## src/rtl/fault_irq_pkg.sv

```systemverilog
package fault_irq_pkg;
    parameter int unsigned FLT_N = 8;

    typedef enum logic {
        HALF_LO = 1'b0,
        HALF_HI = 1'b1
    } half_e;
endpackage

```

## src/rtl/fault_irq_sync.sv

```systemverilog
module fault_irq_sync #(
    parameter int unsigned N = fault_irq_pkg::FLT_N
) (
    input  logic         clk,
    input  logic         rst_n,
    input  logic [N-1:0] async_i,
    output logic [N-1:0] sync_o
);
    for (genvar i = 0; i < N; i++) begin : g_bit
        typedef struct packed {
            logic s1;
            logic s2;
        } sync_t;

        sync_t cur_q, nxt_d;

        always_comb begin
            nxt_d.s1 = async_i[i];
            nxt_d.s2 = cur_q.s1;
        end

        always_ff @(posedge clk) begin
            if (!rst_n) cur_q <= '0;
            else        cur_q <= nxt_d;
        end

        assign sync_o[i] = cur_q.s2;
    end
endmodule

```

## src/rtl/fault_irq_track.sv

```systemverilog
module fault_irq_track #(
    parameter int unsigned N = fault_irq_pkg::FLT_N
) (
    input  logic         clk,
    input  logic         rst_n,
    input  logic [N-1:0] flt_s_i,
    input  logic         msg_start_i,
    output logic [N-1:0] chg_o
);
    typedef struct packed {
        logic [N-1:0] prev;
        logic [N-1:0] chg;
    } trk_t;

    trk_t cur_q, nxt_d;
    logic [N-1:0] edge_w;

    always_comb begin
        edge_w    = flt_s_i ^ cur_q.prev;
        nxt_d     = cur_q;
        nxt_d.prev = flt_s_i;
        nxt_d.chg = (msg_start_i ? '0 : cur_q.chg) | edge_w;
    end

    always_ff @(posedge clk) begin
        if (!rst_n) cur_q <= '0;
        else        cur_q <= nxt_d;
    end

    assign chg_o = cur_q.chg | edge_w;

    // an edge on the synchronized fault must be recorded
    p_edge_recorded_r7: assert property (@(posedge clk) disable iff (!rst_n)
        (flt_s_i != $past(flt_s_i)) |-> ((chg_o & (flt_s_i ^ $past(flt_s_i))) == (flt_s_i ^ $past(flt_s_i))));
endmodule

```

## src/rtl/fault_irq_core.sv

```systemverilog
module fault_irq_core #(
    parameter int unsigned N = fault_irq_pkg::FLT_N
) (
    input  logic           clk,
    input  logic           rst_n,
    input  logic [N-1:0]   flt_s_i,
    input  logic [N-1:0]   chg_i,
    input  logic           msg_start_i,
    input  logic           msg_end_i,
    input  logic           frame_err_i,
    input  logic           mask_wr_i,
    input  logic           mask_hi_i,
    input  logic           clr_wr_i,
    input  logic           clr_hi_i,
    input  logic [N/2-1:0] data_i,
    output logic [N-1:0]   lat_o,
    output logic [N-1:0]   mask_o
);
    import fault_irq_pkg::*;
    localparam int unsigned H = N / 2;

    typedef struct packed {
        logic [N-1:0] lat;
        logic [N-1:0] mask;
        logic [N-1:0] pend;
    } core_t;

    core_t cur_q, nxt_d;
    logic [N-1:0] clr_wide_w;
    logic [N-1:0] pend_eff_w;
    logic [N-1:0] clr_vec_w;
    half_e        mhalf_w, chalf_w;

    always_comb begin
        mhalf_w = half_e'(mask_hi_i);
        chalf_w = half_e'(clr_hi_i);
        nxt_d   = cur_q;

        if (mask_wr_i) begin
            if (mhalf_w == HALF_HI) nxt_d.mask[N-1:H] = data_i;
            else                    nxt_d.mask[H-1:0] = data_i;
        end

        clr_wide_w = (chalf_w == HALF_HI) ? {data_i, {H{1'b0}}}
                                          : {{H{1'b0}}, data_i};
        pend_eff_w = (msg_start_i ? '0 : cur_q.pend)
                   | (clr_wr_i ? clr_wide_w : '0);
        nxt_d.pend = pend_eff_w;

        clr_vec_w = '0;
        if (msg_end_i) begin
            nxt_d.pend = '0;
            if (!frame_err_i) clr_vec_w = pend_eff_w & ~chg_i;
        end

        nxt_d.lat = (cur_q.lat & ~clr_vec_w) | flt_s_i;
    end

    always_ff @(posedge clk) begin
        if (!rst_n) cur_q <= '0;
        else        cur_q <= nxt_d;
    end

    assign lat_o  = cur_q.lat;
    assign mask_o = cur_q.mask;

    // a synchronized fault is latched on the next edge
    p_fault_sets_r2: assert property (@(posedge clk) disable iff (!rst_n)
        (|flt_s_i) |=> ((lat_o & $past(flt_s_i)) == $past(flt_s_i)));

    // half-wise mask writes
    p_mask_lo_r4: assert property (@(posedge clk) disable iff (!rst_n)
        (mask_wr_i && !mask_hi_i) |=> (mask_o[H-1:0] == $past(data_i)
                                       && mask_o[N-1:H] == $past(mask_o[N-1:H])));
    p_mask_hi_r4: assert property (@(posedge clk) disable iff (!rst_n)
        (mask_wr_i && mask_hi_i) |=> (mask_o[N-1:H] == $past(data_i)
                                      && mask_o[H-1:0] == $past(mask_o[H-1:0])));

    // a flag only drops right after a valid message end
    p_clear_only_at_end_r5: assert property (@(posedge clk) disable iff (!rst_n)
        (|($past(lat_o) & ~lat_o)) |-> $past(msg_end_i && !frame_err_i));

    // flags that changed during the message survive its end
    p_changed_kept_r7: assert property (@(posedge clk) disable iff (!rst_n)
        msg_end_i |=> ((lat_o & $past(chg_i & lat_o)) == $past(chg_i & lat_o)));
endmodule

```

## src/rtl/fault_irq_ctrl.sv

```systemverilog
module fault_irq_ctrl (
    input  logic       clk,
    input  logic       rst_n,
    input  logic [7:0] fault_i,
    input  logic       msg_start_i,
    input  logic       msg_end_i,
    input  logic       frame_err_i,
    input  logic       mask_wr_i,
    input  logic       mask_hi_i,
    input  logic       clr_wr_i,
    input  logic       clr_hi_i,
    input  logic [3:0] cmd_data_i,
    output logic [7:0] status_o,
    output logic       irq_o
);
    localparam int unsigned N = fault_irq_pkg::FLT_N;

    logic [N-1:0] flt_s_w;
    logic [N-1:0] chg_w;
    logic [N-1:0] lat_w;
    logic [N-1:0] mask_w;

    fault_irq_sync #(.N(N)) u_sync (
        .clk     (clk),
        .rst_n   (rst_n),
        .async_i (fault_i),
        .sync_o  (flt_s_w)
    );

    fault_irq_track #(.N(N)) u_track (
        .clk         (clk),
        .rst_n       (rst_n),
        .flt_s_i     (flt_s_w),
        .msg_start_i (msg_start_i),
        .chg_o       (chg_w)
    );

    fault_irq_core #(.N(N)) u_core (
        .clk         (clk),
        .rst_n       (rst_n),
        .flt_s_i     (flt_s_w),
        .chg_i       (chg_w),
        .msg_start_i (msg_start_i),
        .msg_end_i   (msg_end_i),
        .frame_err_i (frame_err_i),
        .mask_wr_i   (mask_wr_i),
        .mask_hi_i   (mask_hi_i),
        .clr_wr_i    (clr_wr_i),
        .clr_hi_i    (clr_hi_i),
        .data_i      (cmd_data_i),
        .lat_o       (lat_w),
        .mask_o      (mask_w)
    );

    assign status_o = lat_w;
    assign irq_o    = |(lat_w & mask_w);

    // the interrupt needs a latched flag behind it
    p_irq_needs_flag_r3: assert property (@(posedge clk) disable iff (!rst_n)
        irq_o |-> (status_o != '0));

    // a still-active synchronized fault keeps its flag through any clear
    p_active_holds_r8: assert property (@(posedge clk) disable iff (!rst_n)
        (|flt_s_w) |=> ((status_o & $past(flt_s_w)) == $past(flt_s_w)));
endmodule

```

## config.mk

```make
export PLATFORM = sky130hd
export DESIGN_NAME = fault_irq_ctrl
export DESIGN_NICKNAME = d
export VERILOG_FILES = /design/src/rtl/fault_irq_pkg.sv /design/src/rtl/fault_irq_sync.sv /design/src/rtl/fault_irq_track.sv /design/src/rtl/fault_irq_core.sv /design/src/rtl/fault_irq_ctrl.sv
export SDC_FILE = /design/constraint.sdc
export NUM_CORES = 1
export LEC_CHECK = 0
export BUFFER_PORTS_ARGS = -buffer_cell sky130_fd_sc_hd__buf_2
export CORE_ASPECT_RATIO = 1.2
export CORE_MARGIN = 8
export CORE_UTILIZATION = 50
export CTS_BUF_LIST = sky130_fd_sc_hd__clkbuf_4 sky130_fd_sc_hd__clkbuf_8
export CTS_CLUSTER_SIZE = 40
export DETAILED_ROUTE_END_ITERATION = 8
export PLACE_DENSITY = 0.74
export SYNTH_ARGS = -nofsm -noshare
export SYNTH_HDL_FRONTEND = slang
export SYNTH_SLANG_ARGS = --single-unit
```

## constraint.sdc

```tcl
create_clock -name clk -period 0.9 [get_ports clk]
set_clock_uncertainty 0.05 [all_clocks]
set_input_delay 0 -clock clk [delete_from_list [all_inputs] [get_ports clk]]
set_output_delay 0 -clock clk [all_outputs]
set_load 0.01 [all_outputs]
```

# Word level (Yosys, flattened, before mapping)
# Cells that the tools add are included.
# Widths: inputs -> output; s select.
dict set report word_totals {
  reg_bits 56
  input_bits 21
  out_inout_bits 9
  elab_cells 44
}
dict set report op_classes {
  mux 6
  bitwise 12
  n_reduce_logical 4
}
# op n
set op_table {}
lappend op_table {{$mux 8} 6}
lappend op_table {{$or 8x8->8} 4}
lappend op_table {{$and 8x8->8} 3}
lappend op_table {{$not 8->8} 2}
lappend op_table {{$reduce_or 8->1} 1}
lappend op_table {{$xor 8x8->8} 1}
lappend op_table {{$reduce_and 2->1} 2}
lappend op_table {{$not 1->1} 2}
lappend op_table {{$reduce_or 2->1} 1}

# Depth between registers and ports, before layout
# Gate-level depths: netlist of the first run.
dict set report logic_depth {
  ltp_word 9
  mapped_depth 4
  depth_no_buf 3
}

# Hierarchy
# From an unflattened synthesis of the first run, not the netlist that was laid out.
dict set report hier_totals {
  hier_cells 212
  hier_area_um2 2219.6
}
# module n_inst cells_each area_per_inst_um2 seq_area_each_um2
set modules_own_cells {}
lappend modules_own_cells {fault_irq_core 1 109 1057.3 480.5}
lappend modules_own_cells {fault_irq_track 1 57 619.3 320.3}
lappend modules_own_cells {fault_irq_sync 1 41 506.7 320.3}
lappend modules_own_cells {fault_irq_ctrl 1 5 36.3 0.0}

# Worst setup path after synthesis of the first run
# OpenSTA, ideal clock, no wires.
dict set report synth_timing {
  path_kind {reg-to-reg}
  start {register u_sync.g_bit[7].cur_q (netlist bit u_sync.sync_o[7])}
  end {register u_core.cur_q (netlist bit u_core.lat_o[7])}
  setup_time_ps 119
  arrival_ps 739
  required_time_ps 731
  slack_ps -8
  stages_incl_launch_ff 4
  n_path_buf 0
  period_less_slack_ps 908
  path_cell_list {dfxtp_1 > nor3_1 > nand2_1 > o221a_2}
}
dict set report synth_via {
  elab_chain_len 9
}
# element line
set synth_rtl {}
lappend synth_rtl {{from (decl)} fault_irq_sync.sv:15} ;# sync_t cur_q, nxt_d;
lappend synth_rtl {{from (signal assigned)} fault_irq_sync.sv:24} ;# else cur_q <= nxt_d;
lappend synth_rtl {{$xor 8x8->8} fault_irq_track.sv:19} ;# edge_w = flt_s_i ^ cur_q.prev;
lappend synth_rtl {{$or 8x8->8} fault_irq_track.sv:30} ;# assign chg_o = cur_q.chg | edge_w;
lappend synth_rtl {{$not 8->8} fault_irq_core.sv:53} ;# if (!frame_err_i) clr_vec_w = pend_eff_w & ~chg_i;
lappend synth_rtl {{$and 8x8->8} fault_irq_core.sv:53}
lappend synth_rtl {{$mux 8} fault_irq_core.sv:53}
lappend synth_rtl {{$mux 8} fault_irq_core.sv:51} ;# if (msg_end_i) begin
lappend synth_rtl {{$not 8->8} fault_irq_core.sv:56} ;# nxt_d.lat = (cur_q.lat & ~clr_vec_w) | flt_s_i;
lappend synth_rtl {{$and 8x8->8} fault_irq_core.sv:56}
lappend synth_rtl {{$or 8x8->8 (*)} fault_irq_core.sv:56}
lappend synth_rtl {{to (signal assigned)} fault_irq_core.sv:61} ;# else cur_q <= nxt_d;
lappend synth_rtl {{to (decl)} fault_irq_core.sv:28} ;# core_t cur_q, nxt_d;
# Mark *: on every way between the ends. The rest lies on a longest branch, timed or not.
# A chain may end at the register's enable or synchronous reset.

# Worst setup path after layout of the first run
dict set report layout_timing {
  start {register u_core.cur_q (netlist bit u_core.lat_o[4])}
  end {output port irq_o}
}
dict set report layout_via {
  elab_chain_len 2
}
# element line
set layout_rtl {}
lappend layout_rtl {{$and 8x8->8} fault_irq_ctrl.sv:56} ;# assign irq_o = |(lat_w & mask_w);
lappend layout_rtl {{$reduce_or 8->1} fault_irq_ctrl.sv:56}
lappend layout_rtl {{to (decl)} fault_irq_ctrl.sv:14} ;# output logic irq_o
# No other way between the ends.

==> metrics.txt, run 1 <==
Yosys top cell area share=0.558; ys flop type=sky130_fd_sc_hd__dfxtp_1; number of instances in the synthesized netlist=191; critical path fanouts, max=2; synthesized area per cell=10.5 um2; number of DRC markers after the initial detailed-route iteration=63; clock network fraction of design power=0.353; Syn. warnings=0; type of element launching the critical path=flip-flop; final count of pins violating max slew=0; achievable clock frequency=860 MHz; post-cts hold buffer count=14; internal power summed over all cells=3.73 mW; clock tree from TritonCTS=done; Combinational Power Share=0.090; effective utilization at floorplan=0.514; Switch Pwr=1.04 mW; cell area after synthesis=2010 um2; leading cell types by total area after synthesis=sky130_fd_sc_hd__dfxtp_1 56%, sky130_fd_sc_hd__and2_1 7.5%, sky130_fd_sc_hd__nor2b_1 5.0%, sky130_fd_sc_hd__xor2_1 3.5%, sky130_fd_sc_hd__buf_4 3.0%; setup repair after global routing missed its margin=true; final worst setup slack=-263 ps; global-route usage over all layers=0.127; count of standard-cell rows=25; final setup violation count=4; most common library cells after synthesis=56 x sky130_fd_sc_hd__dfxtp_1, 24 x sky130_fd_sc_hd__and2_1, 16 x sky130_fd_sc_hd__nor2b_1; sequential fraction of design power=0.556; clock root buffer=sky130_fd_sc_hd__clkbuf_8; sum of negative setup slack=-342 ps; clock sink count=56; fraction of layout cells with a size suffix above 1=0.284; CTS HTree Levels=2; most frequent cell after synthesis=sky130_fd_sc_hd__dfxtp_1; clock insertion delay at the later pin of the skew report=310 ps; status=finished with violations; Worst Setup Slack post-DPL=-23.9 ps; Die Wd=73.9 um; global-route wire length before repair=6090 um; switching fraction of total power=0.218; leakage power=1.08 nW; estimated wirelength of the detail-placed design=2570 um; Tightest Pin Transition=300 ps; Port-buffer cells=29; Post-DP Area=2160 um2; via count normalized by instance count=4.99; slowest library cell on the worst path=sky130_fd_sc_hd__dfxtp_2; initial antenna violation count=0; sort of element at the end of the critical path=output port; final critical-path share of the clock period=1.29; share of the yosys chip area belonging to registers=0.558; Overflow after GRT=0; post-synthesis sequential element count=56; number of top-level design ports=30; Die Area=6310 um2; power density normalized to cell area=1900 nW/um2; nets@finish=252; number of global-route vias before repair=1318; CTS Buf Count=5; final routed wire length divided by cell count=13.7 um; cell taking the most area after synthesis=sky130_fd_sc_hd__dfxtp_1; final routed DRC violation total=0; Final GP Congestion=0.803; count of vias placed by the detailed router=1426; largest net degree at the start of global routing=28; Detailed Route WL=3900 um; arrival time reported for the critical path endpoint=1110 ps; number of hold-slack violations in the final timing report=0; share of synthesized registers carrying an async set or reset=0; violations in the final reports=negative setup slack; area overhead of the layout relative to synthesis=25.1%; critical path's largest stage delay=350 ps; y dimension of the die=85.4 um; cell total after placement=264; post-synthesis net count=212; required time reported for the critical path endpoint=850 ps; shortest clock period the worst path allows after layout=1160 ps; count of unique library cells instantiated by Yosys=29; Detail Route Antenna Nets=0; number of synthesized flops with an enable pin=0; clock tree buffer depth=2; crit-path cells=a22oi_2, nand4_1, buf_2; DRT Pass-1 Iters=4; Core Footprint=3910 um2; critical path start-end classification=flip-flop to output port; worst vdd rail ir drop=1200 uV; total non-filler cell area in the finished layout=2510 um2; number of diodes=0; fin cells=286; Hold/Removal Path Class=input pin to flip-flop; Slew headroom=0.800; Max-cap violations=0; clock-pin slew on the worst setup and hold paths=100 ps
## logic make-up after synthesis
kind of cell           synth area share
AND/OR/NAND/NOR                   0.196
flip-flops                        0.558
AO/OA/AOI/OAI                     0.134
buffers and inverters            0.0567
XOR/XNOR                         0.0349
multiplexers                     0.0199
## final timing paths
check	start	to	slack, ps	cells after the start
worst max-delay path	u_core.lat_o[4]$_SDFF_PN0_	irq_o	-260	3
worst max register to register	u_track.cur_q[7]$_SDFF_PN0_	u_core.lat_o[7]$_SDFF_PN0_	-10	3
worst min register to register	u_sync.g_bit[2].cur_q[1]$_SDFF_PN0_	u_sync.sync_o[2]$_SDFF_PN0_	380	1
worst min-delay path	frame_err_i	u_core.lat_o[7]$_SDFF_PN0_	20	4
## stage by stage
stage	total power [mW]	utilization	hold slack, ps
after global placement	3.05	0.552	155
after CTS	4.81	0.632	5.85
after detailed placement	3.06	0.552	160
after floorplan	2.94	-	77.3
final	4.77	0.643	17.8
after global routing	4.98	0.643	24.8
## what timing repair did
action	in CTS	in global routing
pin swaps	3	2
setup buffers	1	0
setup endpoints to repair	5	16
endpoints found under the hold margin	17	1
gates resized for setup	15	13
## power groups by stage
| stage | Combinational, mW | Clock [mW] | Sequential [mW] |
|---|---|---|---|
| after global routing | 0.472 | 1.84 | 2.67 |
| after floorplan | 0.256 | 0 | 2.68 |
| after global placement | 0.353 | 0 | 2.70 |
| final | 0.431 | 1.69 | 2.66 |
| after detailed placement | 0.358 | 0 | 2.70 |
| after CTS | 0.421 | 1.73 | 2.65 |
## state kept, by name, summed over array words and instances, names as in the netlist
name                cells
u_sync.g_bit.cur_q      8
u_core.lat_o            8
u_core.mask_o           8
u_sync.sync_o           8
u_track.cur_q          16
u_core.cur_q            8
## cells in the final DEF, fill, tap and decap left out, types with 6 or more instances in the layout
master / netlist / final
sky130_fd_sc_hd__a21oi_1: 8 / 8
sky130_fd_sc_hd__xor2_1: 8 / 8
sky130_fd_sc_hd__dlygate4sd3_1: 0 / 13
sky130_fd_sc_hd__a31oi_1: 6 / 6
sky130_fd_sc_hd__dfxtp_2: 0 / 10
sky130_fd_sc_hd__nor2b_1: 16 / 16
sky130_fd_sc_hd__buf_2: 2 / 24
sky130_fd_sc_hd__dfxtp_1: 56 / 44
sky130_fd_sc_hd__nand2_1: 6 / 6
sky130_fd_sc_hd__nor3_1: 8 / 6
sky130_fd_sc_hd__o21ai_0: 7 / 7
sky130_fd_sc_hd__clkbuf_8: 0 / 6
sky130_fd_sc_hd__and2_1: 24 / 24
sky130_fd_sc_hd__buf_6: 2 / 6
## cell type report
type / instances / area [um2]
multi-input combinational: 118 / 812
clock inverter: 2 / 38.8
timing repair buffer: 49 / 368
inverter: 1 / 3.75
tap: 54 / 67.6
sequential: 56 / 1140
clock buffer: 6 / 82.6
fill: 299 / 1400
## worst max-delay path, delay by kind of cell (launching register included)
| family | cells | cell delay (ps) |
|---|---|---|
| flip-flops | 1 | 350 |
| AO/OA/AOI/OAI | 1 | 190 |
| buffers and inverters | 1 | 150 |
| AND/OR/NAND/NOR | 1 | 110 |
## metal layers
metal / routed length [um] / part of all wire / global-route usage
met5: 0 / 0 / 0
met4: 73 / 0.019 / 0.0692
met3: 261 / 0.067 / 0.0448
met2: 1830 / 0.47 / 0.202
met1: 1740 / 0.44 / 0.143
Note: power is estimated with default switching activity, not from simulation.
==> inputs of run 2 (changes only) <==
PLACE_DENSITY = 0.71   (was 0.74)
clock period = 1.31 ns   (was 0.9 ns; I/O delays follow)
==> metrics.txt, run 2 (same netlist as run 1, synthesis figures left out) <==
status=finished clean; sort of element at the end of the critical path=flip-flop; global-route usage over all layers=0.134; crit-path most repeated cell=sky130_fd_sc_hd__dlygate4sd3_1; final critical-path share of the clock period=0.963; Slew headroom=0.785; number of DRC markers after the initial detailed-route iteration=143; number of diodes=0; depth of the worst register-to-register path=3; met2 routed wirelength=1850 um; power density normalized to cell area=1330 nW/um2; number of global-route vias before repair=1372; via count normalized by instance count=4.99; Core Footprint=3910 um2; sum of negative setup slack=0 ps; number of hold-slack violations in the final timing report=0; Port-buffer cells=29; required time reported for the critical path endpoint=1490 ps; Switch Pwr=0.682 mW; sum of routed wire segments on met1=1740 um; Combinational Power Share=0.086; initial antenna violation count=0; beginning of the worst hold path=clr_wr_i; critical path's largest stage delay=550 ps; total non-filler cell area in the finished layout=2400 um2; Detailed Route WL=3900 um; minimum setup slack among reg-to-reg paths=340 ps; worst setup path startpoint=cmd_data_i[3]; number of top-level design ports=30; achievable clock frequency=792 MHz; final count of pins violating max slew=0; final routed wire length divided by cell count=13.7 um; internal power summed over all cells=2.51 mW; clock root buffer=sky130_fd_sc_hd__clkbuf_8; type of element launching the critical path=input pin; r2r startpoint=u_sync.sync_o[7]$_SDFF_PN0_; critical path start-end classification=input pin to flip-flop; clock insertion delay at the later pin of the skew report=300 ps; CTS HTree Levels=2; Final GP Congestion=0.837; setup repair after global routing missed its margin=false; y dimension of the die=85.4 um; number of flip-flops in the largest register=16; hold-critical path endpoint=u_core.cur_q[7]$_SDFF_PP0_; sequential fraction of design power=0.570; clock-pin slew on the worst setup and hold paths=90 ps; CTS Buf Count=5; overall power after layout=3.19 mW; reg2reg end=u_core.lat_o[7]$_SDFF_PN0_; switching fraction of total power=0.214; Hold/Removal Path Class=input pin to flip-flop; Post-DP Area=2130 um2; Die Area=6310 um2; post-CTS setup-driven buffer insertion count=0; fraction of layout cells with a size suffix above 1=0.191; family of cells with the greatest summed delay on the critical path=buffers and inverters; Tightest Pin Transition=323 ps; critical path fanouts, max=4; clock tree from TritonCTS=done; largest net degree at the start of global routing=28; count of vias placed by the detailed router=1417; Overflow after GRT=0; arrival time reported for the critical path endpoint=1440 ps; max layer used=met4; global-route wire length before repair=6400 um; effective utilization at floorplan=0.514; worst path buffer plus inverter count=3; slowest library cell on the worst path=sky130_fd_sc_hd__dlygate4sd3_1; nets@finish=250; register with the most flip-flops=u_track.cur_q; detailed route wirelength on metal3=222 um; count of standard-cell rows=25; final setup violation count=0; crit-path cells=dlygate4sd3_1, buf_2, nand3_1, dlygate4sd3_1, a21boi_0; final routed DRC violation total=0; Detail Route Antenna Nets=0; shortest clock period the worst path allows after layout=1260 ps; number of cells traversed by the worst hold path=3; clock network fraction of design power=0.344; worst vdd rail ir drop=796 uV; leakage power=1.04 nW; fillers=323; estimated wirelength of the detail-placed design=2780 um; Max-cap violations=0; clock sink count=56; top library cells by usage in the layout, fill and taps aside=56 x sky130_fd_sc_hd__dfxtp_1, 29 x sky130_fd_sc_hd__buf_2, 24 x sky130_fd_sc_hd__and2_1; clock tree buffer depth=2; Die Wd=73.9 um; DRT Pass-1 Iters=5; area overhead of the layout relative to synthesis=19.6%; most common library cell in the layout ignoring fill and taps=sky130_fd_sc_hd__dfxtp_1
## run 2: metal layers
metal / global-route usage / up-vias
met5: 0 / -
met4: 0.0601 / 0
met3: 0.0507 / 7
met2: 0.213 / 39
met1: 0.153 / 650
li1: - / 721
## run 2: metrics by stage
step,utilization,setup slack [ps],instances,hold WS (ps)
final,0.615,48.0,284,25.7
after global routing,0.615,3.81,284,47.1
after CTS,0.613,17.2,284,2.04
after detailed placement,0.544,353,260,158
after global placement,0.544,378,260,157
after floorplan,-,402,191,77.3
## run 2: final cells by class
type | instances | area, um2 | share of cell area
multi-input cells | 118 | 779 | 0.324
clock inverters | 2 | 35.0 | 0.0146
well taps | 54 | 67.6 | 0.0281
flip-flops and latches | 56 | 1120 | 0.466
inverters | 1 | 3.75 | 0.00156
clock buffers | 6 | 76.3 | 0.0318
repair buffers | 47 | 320 | 0.133
## run 2: timing repair
| item | CTS | global route |
|---|---|---|
| hold endpoints to repair | 17 | 0 |
| setup endpoints to repair | 0 | 4 |
| hold buffers | 16 | 0 |
| gates resized for setup | 0 | 4 |
## run 2: tightest hold or removal path, delay by kind of cell
family / cells / cell delay, ps
AO/OA/AOI/OAI: 1 / 140
buffers and inverters: 1 / 120
AND/OR/NAND/NOR: 1 / 80
## run 2: worst max-delay path by stage
| stage | endpoint | slack (ps) | depth (start not counted) |
|---|---|---|---|
| after floorplan | u_core.lat_o[7]$_SDFF_PN0_ | 400 | 3 |
| after global placement | u_core.lat_o[7]$_SDFF_PN0_ | 380 | 3 |
| after detailed placement | u_core.lat_o[7]$_SDFF_PN0_ | 350 | 3 |
| after CTS | u_core.mask_o[5]$_SDFFE_PN0P_ | 20 | 5 |
| after global routing | irq_o | 4 | 3 |
| final | u_core.mask_o[7]$_SDFFE_PN0P_ | 50 | 5 |
## run 2: power by group through the flow
stage / sequential, mW / combinational (mW) / clock (mW)
2_1_floorplan: 1.84 / 0.176 / 0
3_3_place_gp: 1.85 / 0.230 / 0
3_5_place_dp: 1.86 / 0.239 / 0
4_1_cts: 1.82 / 0.273 / 1.13
5_1_grt: 1.83 / 0.306 / 1.23
6_report: 1.82 / 0.274 / 1.10
==> inputs of run 3 (changes only) <==
ABC_AREA = 1   (was default)
SLEW_MARGIN = 20   (was default)
==> metrics.txt, run 3 <==
share of synthesized registers carrying an async set or reset=0; clock tree from TritonCTS=done; clock root buffer=sky130_fd_sc_hd__clkbuf_8; Hold/Removal Path Class=input pin to flip-flop; count of unique library cells instantiated by Yosys=15; global-route wire length before repair=7140 um; cell taking the most area after synthesis=sky130_fd_sc_hd__dfxtp_1; area share of xor/xnor cells in the synthesized design=0; number of top-level design ports=30; most frequent cell after synthesis=sky130_fd_sc_hd__nand2_1; initial antenna violation count=0; adder and majority gate portion of the synthesized area=0; detailed route wirelength on metal3=211 um; Syn. warnings=0; number of global-route vias before repair=1659; family of cells with the greatest summed delay on the critical path=simple AND/OR/NAND/NOR gates; Overflow after GRT=0; sum of negative setup slack=0 ps; clock sink count=56; Detail Route Antenna Nets=0; CTS Buf Count=5; top library cells by usage in the layout, fill and taps aside=105 x sky130_fd_sc_hd__nand2_1, 54 x sky130_fd_sc_hd__inv_1, 51 x sky130_fd_sc_hd__dfxtp_1; Tightest Pin Transition=481 ps; most common library cells after synthesis=106 x sky130_fd_sc_hd__nand2_1, 56 x sky130_fd_sc_hd__dfxtp_1, 54 x sky130_fd_sc_hd__inv_1, 25 x sky130_fd_sc_hd__nor2_1, 16 x sky130_fd_sc_hd__nand3_1; CTS HTree Levels=2; number of flip-flops in the largest register=16; cell area after synthesis=2160 um2; hold-critical path endpoint=u_core.mask_o[1]$_SDFFE_PN0P_; Core Footprint=4200 um2; Die Wd=76.1 um; final routed DRC violation total=0; sort of element at the end of the critical path=output port; shortest clock period the worst path allows after layout=1270 ps; final setup violation count=0; Post-Synth Simple-Gate Area=0.276; clock tree buffer depth=2; met2 routed wirelength=1850 um; final count of pins violating max slew=0; final routed wire length divided by cell count=10.3 um; critical path fanouts, max=3; register with the most flip-flops=u_track.cur_q; synthesized area per cell=7.19 um2; status=finished clean; global-route usage over all layers=0.132; minimum setup slack among reg-to-reg paths=450 ps; type of element launching the critical path=flip-flop; Max-cap violations=0; Final GP Congestion=0.742; number of diodes=0; fillers=379; most common library cell in the layout ignoring fill and taps=sky130_fd_sc_hd__nand2_1; final critical-path share of the clock period=0.967; power density normalized to cell area=1180 nW/um2; crit-path cells=nand2_2, nand4_1, or2_4, buf_6; post-synthesis mux area share=0; total non-filler cell area in the finished layout=2590 um2; slowest library cell on the worst path=sky130_fd_sc_hd__dfxtp_2; post-synthesis net count=322; post-synthesis sequential element count=56; y dimension of the die=88.1 um; compound-cell area share of the yosys netlist=0.0694; ys flop type=sky130_fd_sc_hd__dfxtp_1; clock-pin slew on the worst setup and hold paths=90 ps; via count normalized by instance count=4.44; required time reported for the critical path endpoint=1260 ps; Die Area=6700 um2; number of DRC markers after the initial detailed-route iteration=113; area overhead of the layout relative to synthesis=19.5%; achievable clock frequency=789 MHz; number of hold-slack violations in the final timing report=0; share of the yosys chip area belonging to registers=0.518; setup repair after global routing missed its margin=true; Slew headroom=0.680; Post-DP Area=2310 um2; worst vdd rail ir drop=704 uV; fraction of layout cells with a size suffix above 1=0.169; Yosys top cell area share=0.518; Port-buffer cells=29; Final Util=0.617; effective utilization at floorplan=0.516; sum of routed wire segments on met1=1990 um; largest family of logic cells by synthesized area=simple AND/OR/NAND/NOR gates; clock insertion delay at the later pin of the skew report=300 ps; nets@finish=363; beginning of the worst hold path=mask_hi_i; critical path's largest stage delay=350 ps; Detailed Route WL=4120 um; largest net degree at the start of global routing=41; number of cells traversed by the worst hold path=4; r2r startpoint=u_sync.sync_o[5]$_SDFF_PN0_; critical path start-end classification=flip-flop to output port; max layer used=met4; count of standard-cell rows=26; count of vias placed by the detailed router=1771; number of instances in the synthesized netlist=301; leakage power=1.43 nW; reg2reg end=u_core.lat_o[5]$_SDFF_PN0_; DRT Pass-1 Iters=4; worst path buffer plus inverter count=1; estimated wirelength of the detail-placed design=2780 um; depth of the worst register-to-register path=6; arrival time reported for the critical path endpoint=1220 ps; leading cell types by total area after synthesis=sky130_fd_sc_hd__dfxtp_1 52%, sky130_fd_sc_hd__nand2_1 18%, sky130_fd_sc_hd__inv_1 9.4%, sky130_fd_sc_hd__nor2_1 4.3%, sky130_fd_sc_hd__nand3_1 3.7%; number of synthesized flops with an enable pin=0
[run 3: changes by cell type after synthesis, moves of 6 or more]
cell,delta
sky130_fd_sc_hd__nand2_1,+100
sky130_fd_sc_hd__nor2b_1,-16
sky130_fd_sc_hd__inv_1,+54
sky130_fd_sc_hd__and2_1,-24
sky130_fd_sc_hd__xor2_1,-8
sky130_fd_sc_hd__nor2_1,+24
sky130_fd_sc_hd__nand3_1,+12
sky130_fd_sc_hd__nor3_1,-8
sky130_fd_sc_hd__a21oi_2,+8
sky130_fd_sc_hd__a31oi_1,-6
[run 3: metrics by stage]
step,std cells,hold WS [ps],setup slack [ps],power [mW]
detailed placement,374,134,290,2.12
finish,399,39.0,42.7,3.06
global route,399,74.3,-17.4,3.23
CTS,399,33.3,19.7,3.10
floorplan,301,47.6,513,2.03
global placement,374,130,303,2.11
[run 3: repair_timing]
item                                    4_1_cts  5_1_grt
gates resized for setup                       5        3
hold buffers                                 15        0
pin swaps                                     1        4
endpoints found under the setup margin        1        1
buffers inserted                              2        0
endpoints found under the hold margin        32        0
[run 3: cell families (layout without fill, tap and decap cells)]
kind of cell / after synthesis / in the layout
AND/OR/NAND/NOR: 151 / 151
buffers and inverters: 70 / 112
flip-flops: 56 / 56
AO/OA/AOI/OAI: 24 / 24
[run 3: final cells by class]
class | count | area, um2 | share of cell area
Tap cell | 56 | 70.1 | 0.0271
Clock inverter | 2 | 10.0 | 0.00387
Inverter | 55 | 206 | 0.0798
Timing Repair Buffer | 49 | 339 | 0.131
Multi-Input combinational cell | 175 | 752 | 0.291
Clock buffer | 6 | 82.6 | 0.0319
Sequential cell | 56 | 1130 | 0.436
[run 3: worst max-delay path by stage]
stage,cells past startpoint,from,endpoint,slack [ps]
global route,4,u_core.lat_o[7]$_SDFF_PN0_,irq_o,-20
CTS,4,u_core.lat_o[4]$_SDFF_PN0_,irq_o,20
detailed placement,4,u_core.lat_o[4]$_SDFF_PN0_,irq_o,290
finish,4,u_core.lat_o[7]$_SDFF_PN0_,irq_o,40
floorplan,3,u_core.lat_o[7]$_SDFF_PN0_,irq_o,510
global placement,4,u_core.lat_o[7]$_SDFF_PN0_,irq_o,300
[run 3: worst register-to-register path: stages (launching register included)]
cell                      delay [ps]
sky130_fd_sc_hd__dfxtp_1         330
sky130_fd_sc_hd__inv_1            50
sky130_fd_sc_hd__nand2_1          50
sky130_fd_sc_hd__nand2_1          80
sky130_fd_sc_hd__nand3_1          90
sky130_fd_sc_hd__nand2_1          80
sky130_fd_sc_hd__nand2_1          40
[run 3: power breakdown]
group / internal (mW) / leakage (nW) / switching, mW
Sequential: 1.78 / 0.462 / 0.0387
Combinational: 0.138 / 0.915 / 0.168
Clock: 0.423 / 0.0510 / 0.515
[run 3: metal layers]
metal / vias to the layer above / GRT usage
met5: - / 0
met3: 6 / 0.0472
li1: 965 / -
met4: 0 / 0.0525
met1: 768 / 0.145
met2: 32 / 0.227
